<file path="src/rtl/rtc_alarm_pkg.sv">
package rtc_alarm_pkg;
  // Width of each configuration word
  localparam int WORD_W = 32;
  // BCD field widths
  localparam int SEC_W  = 7;
  localparam int MIN_W  = 7;
  localparam int HOUR_W = 6;
  localparam int MON_W  = 5;
  localparam int DATE_W = 6;
  // Field positions, fixed because software packs these words
  localparam int SEC_LSB   = 0;
  localparam int SEC_EN    = 7;
  localparam int MIN_LSB   = 8;
  localparam int MIN_EN    = 15;
  localparam int HOUR_LSB  = 16;
  localparam int PM_BIT    = 22;
  localparam int HOUR_EN   = 23;
  localparam int MON_LSB   = 16;
  localparam int MON_EN    = 23;
  localparam int DATE_LSB  = 24;
  localparam int DATE_EN   = 31;
  // Compare lanes: sec, min, hour(+pm), month, date
  localparam int NFIELD    = 5;
  localparam int LANE_W    = 8;
  localparam int L_SEC = 0, L_MIN = 1, L_HOUR = 2, L_MON = 3, L_DATE = 4;
endpackage

</file>
<file path="src/rtl/rtc_alarm_field_valid.sv">
module rtc_alarm_field_valid #(
  parameter int          W  = 7,
  parameter logic [7:0]  LO = 8'h00,
  parameter logic [7:0]  HI = 8'h59
) (
  input  logic [W-1:0] val,
  input  logic         en,
  output logic         bad
);
  localparam int PADW = 8 - W;
  logic [7:0] v8;
  logic       digits_ok;
  logic       range_ok;

  assign v8        = {{PADW{1'b0}}, val};
  assign digits_ok = (v8[3:0] <= 4'd9) && (v8[7:4] <= 4'd9);
  assign range_ok  = (v8 >= LO) && (v8 <= HI);
  assign bad       = en && !(digits_ok && range_ok);
endmodule

</file>
<file path="src/rtl/rtc_alarm_field_cmp.sv">
module rtc_alarm_field_cmp #(
  parameter int NF = 5,
  parameter int LW = 8
) (
  input  logic [NF-1:0]         f_en,
  input  logic [NF-1:0][LW-1:0] f_alm,
  input  logic [NF-1:0][LW-1:0] f_cur,
  output logic                  any_en,
  output logic                  all_match
);
  logic [NF-1:0] lane_ok;

  for (genvar g = 0; g < NF; g++) begin : g_lane
    assign lane_ok[g] = !f_en[g] || (f_alm[g] == f_cur[g]);
  end

  assign any_en    = |f_en;
  assign all_match = &lane_ok;
endmodule

</file>
<file path="src/rtl/rtc_alarm_match.sv">
module rtc_alarm_match
  import rtc_alarm_pkg::*;
(
  input  logic              clk,
  input  logic              rst,
  input  logic              sec_tick,
  input  logic              mode_12h,
  input  logic [SEC_W-1:0]  cur_sec,
  input  logic [MIN_W-1:0]  cur_min,
  input  logic [HOUR_W-1:0] cur_hour,
  input  logic              cur_pm,
  input  logic [MON_W-1:0]  cur_month,
  input  logic [DATE_W-1:0] cur_date,
  input  logic [WORD_W-1:0] time_alarm_cfg,
  input  logic [WORD_W-1:0] date_alarm_cfg,
  output logic              alarm_pulse,
  output logic              time_cfg_bad,
  output logic              date_cfg_bad
);
  // Field extraction
  logic [SEC_W-1:0]  a_sec;
  logic [MIN_W-1:0]  a_min;
  logic [HOUR_W-1:0] a_hour;
  logic [MON_W-1:0]  a_mon;
  logic [DATE_W-1:0] a_date;
  logic a_pm, e_sec, e_min, e_hour, e_mon, e_date;

  assign a_sec  = time_alarm_cfg[SEC_LSB  +: SEC_W];
  assign a_min  = time_alarm_cfg[MIN_LSB  +: MIN_W];
  assign a_hour = time_alarm_cfg[HOUR_LSB +: HOUR_W];
  assign a_pm   = time_alarm_cfg[PM_BIT];
  assign e_sec  = time_alarm_cfg[SEC_EN];
  assign e_min  = time_alarm_cfg[MIN_EN];
  assign e_hour = time_alarm_cfg[HOUR_EN];
  assign a_mon  = date_alarm_cfg[MON_LSB  +: MON_W];
  assign a_date = date_alarm_cfg[DATE_LSB +: DATE_W];
  assign e_mon  = date_alarm_cfg[MON_EN];
  assign e_date = date_alarm_cfg[DATE_EN];

  // Entry validity
  logic sec_bad, min_bad, h24_bad, h12_bad, mon_bad, date_bad;
  logic hour_bad, time_bad_c, date_bad_c;

  rtc_alarm_field_valid #(.W(SEC_W),  .LO(8'h00), .HI(8'h59)) u_v_sec
    (.val(a_sec),  .en(e_sec),  .bad(sec_bad));
  rtc_alarm_field_valid #(.W(MIN_W),  .LO(8'h00), .HI(8'h59)) u_v_min
    (.val(a_min),  .en(e_min),  .bad(min_bad));
  rtc_alarm_field_valid #(.W(HOUR_W), .LO(8'h00), .HI(8'h23)) u_v_h24
    (.val(a_hour), .en(e_hour), .bad(h24_bad));
  rtc_alarm_field_valid #(.W(HOUR_W), .LO(8'h01), .HI(8'h12)) u_v_h12
    (.val(a_hour), .en(e_hour), .bad(h12_bad));
  rtc_alarm_field_valid #(.W(MON_W),  .LO(8'h01), .HI(8'h12)) u_v_mon
    (.val(a_mon),  .en(e_mon),  .bad(mon_bad));
  rtc_alarm_field_valid #(.W(DATE_W), .LO(8'h01), .HI(8'h31)) u_v_date
    (.val(a_date), .en(e_date), .bad(date_bad));

  assign hour_bad   = mode_12h ? h12_bad : h24_bad;
  assign time_bad_c = sec_bad | min_bad | hour_bad;
  assign date_bad_c = mon_bad | date_bad;

  // Compare lanes
  logic [NFIELD-1:0]             f_en;
  logic [NFIELD-1:0][LANE_W-1:0] f_alm;
  logic [NFIELD-1:0][LANE_W-1:0] f_cur;
  logic any_en, all_match;

  always_comb begin
    f_en          = '0;
    f_en[L_SEC]   = e_sec;
    f_en[L_MIN]   = e_min;
    f_en[L_HOUR]  = e_hour;
    f_en[L_MON]   = e_mon;
    f_en[L_DATE]  = e_date;
    f_alm         = '0;
    f_cur         = '0;
    f_alm[L_SEC]  = LANE_W'(a_sec);
    f_cur[L_SEC]  = LANE_W'(cur_sec);
    f_alm[L_MIN]  = LANE_W'(a_min);
    f_cur[L_MIN]  = LANE_W'(cur_min);
    f_alm[L_HOUR] = LANE_W'({a_pm & mode_12h, a_hour});
    f_cur[L_HOUR] = LANE_W'({cur_pm & mode_12h, cur_hour});
    f_alm[L_MON]  = LANE_W'(a_mon);
    f_cur[L_MON]  = LANE_W'(cur_month);
    f_alm[L_DATE] = LANE_W'(a_date);
    f_cur[L_DATE] = LANE_W'(cur_date);
  end

  rtc_alarm_field_cmp #(.NF(NFIELD), .LW(LANE_W)) u_cmp (
    .f_en     (f_en),
    .f_alm    (f_alm),
    .f_cur    (f_cur),
    .any_en   (any_en),
    .all_match(all_match)
  );

  logic fire;
  assign fire = sec_tick && any_en && all_match && !time_bad_c && !date_bad_c;

  always_ff @(posedge clk) begin
    if (rst) begin
      alarm_pulse  <= 1'b0;
      time_cfg_bad <= 1'b0;
      date_cfg_bad <= 1'b0;
    end else begin
      alarm_pulse  <= fire;
      time_cfg_bad <= time_bad_c;
      date_cfg_bad <= date_bad_c;
    end
  end
endmodule

</file>
<file path="config.mk">
export PLATFORM = sky130hd
export DESIGN_NAME = rtc_alarm_match
export DESIGN_NICKNAME = d
export VERILOG_FILES = /design/src/rtl/rtc_alarm_pkg.sv /design/src/rtl/rtc_alarm_field_valid.sv /design/src/rtl/rtc_alarm_field_cmp.sv /design/src/rtl/rtc_alarm_match.sv
export SDC_FILE = /design/constraint.sdc
export NUM_CORES = 1
export LEC_CHECK = 0
export CORE_UTILIZATION = 23
export DETAILED_ROUTE_END_ITERATION = 6
export PLACE_DENSITY = 0.78
export SETUP_SLACK_MARGIN = 0.3
export SLEW_MARGIN = 20
export SYNTH_ARGS = -nofsm -noshare
export SYNTH_HDL_FRONTEND = slang
export SYNTH_HIERARCHICAL = 1
export SYNTH_SLANG_ARGS = --single-unit
</file>
<file path="constraint.sdc">
create_clock -name clk -period 1.24 [get_ports clk]
set_input_delay 0.248 -clock clk [delete_from_list [all_inputs] [get_ports clk]]
set_output_delay 0.248 -clock clk [all_outputs]
set_load 0.01 [all_outputs]
</file>
==> metrics.txt, run 1 <==
XOR/XNOR Fraction of Synth Area=45.16%; DIE WIDTH=60.08 µm; synthesized cell area=775.7 µm²; layout cells sized above 1=35.05%; die height=60.08 µm; Non-Filler Instances=258; Cell Pwr Density=446.7 nW/µm²; cts hold-fix bufs=0; DP Area=1760 µm²; fin. max-slew vios=0; number of DRC markers in iteration 0=28; global route overflow=0; post-synth cell types=29; Top delay family on crit path=simple AND/OR/NAND/NOR gates; fin area=1705 µm²; final setup TNS=-0.03166 ns; via count of the first global-routing pass=1075; Final setup viols=1; Tmin final=1.272 ns; IO buf count=75; antenna violations before repair=0; worst setup margin=-0.03166 ns; Max Cap Violations=0; CTS Buffer Depth=2; status=finished with violations; Final Hold Fails=0; Fmax achieved=786.4 MHz; worst vdd ir=0.1939 mV; Util after Layout=54.52%; Residual DRC=0; CTS tree=built; Yosys warning count=6; RePlAce Congestion=around 0.73; TritonRoute pass-1 iters=3; leakage dissipation=0.7366 nW; largest net degree at the start of global routing=5; crit path buf inv count=2; area growth from synthesis to layout=119.8%; WL final=2599 µm; simple-gate share of the synthesized area=27.10%; Yosys reg bits=3; FFs w/ async S/R, synth=0%; main combinational cell family by area after synthesis=XOR/XNOR gates; Net Sw Power=0.2394 mW; post-route ant nets=0; NumNets Final=315; Final Power=0.7617 mW; post-synth top area cell=xnor2_1; crit start category=input port; Ant. Diodes=0; crit path max fanout=2; post-DR vias/cell=4.194; cell with the most instances on the worst path=nand4_1; combinational group share of total power=a little under two thirds; Worst-path clk slew=0.04 ns; switch share=31.43%; global-route wire length before repair=4167 µm; dpl hpwl=2200 µm; Post-synth EDFFs=0; total die area=3609 µm²; top_reg_cell synth=dfxtp_1; Rows=20; H-tree depth=1; mux contribution to synthesized area=about 1.3%; Flop pwr share=13.6%; clock power share=approximately 23%; crit path kind=in2reg; Placed Cells=between 200 and 300; total number of vias=1082; Clock Sinks=3; commonest cells in the netlist=32 x xnor2_1, 9 x nand4_1, 8 x nor2_1, 8 x xor2_1; Root Driver=clkbuf_4; HP Class=in2reg; Mapped Avg Cell Area=about 7.5 µm²; period utilisation layout=102.6%; Mapped Cells=~100; share of the synthesized area in the top cell type=36.13%; CP cell instances=buf_8 > buf_4 > xnor2_2 > nand4_1 > o21ai_1 > nand4_1 > a21oi_1 > and4b_1 > and4_1; Adder-Cell Fraction of Synth Area=1.290%; CP arrival=1.45 ns; synth top area cells=xnor2_1 36%, xor2_1 9.0%, dfxtp_1 7.7%, nand4_1 7.3%, nor2_1 3.9%; WL/cell=10.07 µm; total track usage=15.11%; Seq/Total Area, Yosys=under 10%; Ports=103; slowest CP cell=o21ai_1; Synth Area in Compound Gates=between 10% and 20%; violated checks=setup timing; Setup crit end kind=register; TritonCTS buffer count=3; most common cell in the netlist=xnor2_1; Initial Util=24.80%; core area=3128 µm²; Critical Path Max Stage Delay=0.18 ns; cell internal pwr=0.5223 mW; WP data required=between 1 and 1.5 ns; RSZ-0062 raised after global routing=yes
-- timing repair --
| item | in CTS | in global routing |
|---|---|---|
| endpoints found under the setup margin | 6 | 4 |
| resized for setup | 156 | 64 |
| buffers inserted | 1 | 0 |
| pin swaps | 60 | 48 |
-- power groups by stage --
stage	registers (mW)	clock network (mW)	logic (mW)
after global placement	0.106	0	0.518
after detailed placement	0.105	0	0.524
final	0.104	0.171	0.487
after floorplan	0.109	0	0.183
after global routing	0.104	0.194	0.532
after CTS	0.104	0.178	0.477
-- final cells by class --
cell class	count	area, µm²
Sequential cell	3	60.06
Tap cell	44	55.05
Timing Repair Buffer	92	729.5
Multi-Input combinational cell	114	830.8
Inverter	1	3.754
Fill cell	329	1423
Clock buffer	4	26.28
-- state kept, by name, summed over array words and instances (netlist names) --
signal,count
date_cfg_bad,1
alarm_pulse,1
time_cfg_bad,1
-- cell families (layout without fill, tap and decap cells) --
group | count (synthesis) | after routing
compound gates | 21 | 21
xor+xnor | 40 | 40
fa+ha+maj | 1 | 1
buf+inv | 1 | 97
flops | 3 | 3
mux | 1 | 1
other cells | 1 | 16
simple gates | 35 | 35
-- metal layers --
layer  GRT usage [%]  wire [µm]  up-vias
met5               0          0        -
met4           4.319          0        0
met3           2.597        159        0
met2           29.68       1426       36
met1           16.15       1013      466
li1                -          -      580
-- per-stage QoR --
stage	hold slack (ns)	setup WS (ns)
after floorplan	0.3171	-0.08993
after global placement	0.8554	-0.6361
after detailed placement	0.8432	-0.6347
after CTS	0.4593	-0.05250
after global routing	0.5268	-0.1156
final	0.4902	-0.03166
-- path summary, 6_finish.rpt --
path	to	cells after the start	start
setup / recovery	alarm_pulse	9	date_alarm_cfg[20]
hold / removal	time_cfg_bad	4	mode_12h
-- cells in the final DEF, fill, tap and decap left out, types with 2 or more instances in the layout --
cell type and count:
clkbuf_2 20, nand4_1 9, nor2_1 4, buf_2 14, nand2_1 5, xnor2_2 2
xnor2_1 30, nor4_2 2, clkdlybuf4s15_1 26, clkbuf_4 3, buf_4 13, and2_4 2
xor2_1 7, nor2_2 2, or4_4 2, conb_1 16, nor2_4 2, o21ai_1 8
buf_6 8, a21boi_1 3, clkdlybuf4s50_1 7, dlygate4sd2_1 3, a21oi_1 4, dfxtp_1 3
No activity file was read; power rests on OpenSTA's default activity.
==> run 2: changes to the inputs <==
--- a/config.mk
+++ b/config.mk
@@ -7,6 +7,7 @@
 export LEC_CHECK = 0
 export CORE_UTILIZATION = 23
 export DETAILED_ROUTE_END_ITERATION = 6
+export HOLD_SLACK_MARGIN = 0.02
 export PLACE_DENSITY = 0.78
 export SETUP_SLACK_MARGIN = 0.3
 export SLEW_MARGIN = 20
==> results of run 2 <==
Same layout as run 1: the final DEF is identical, and so are final timing and power.
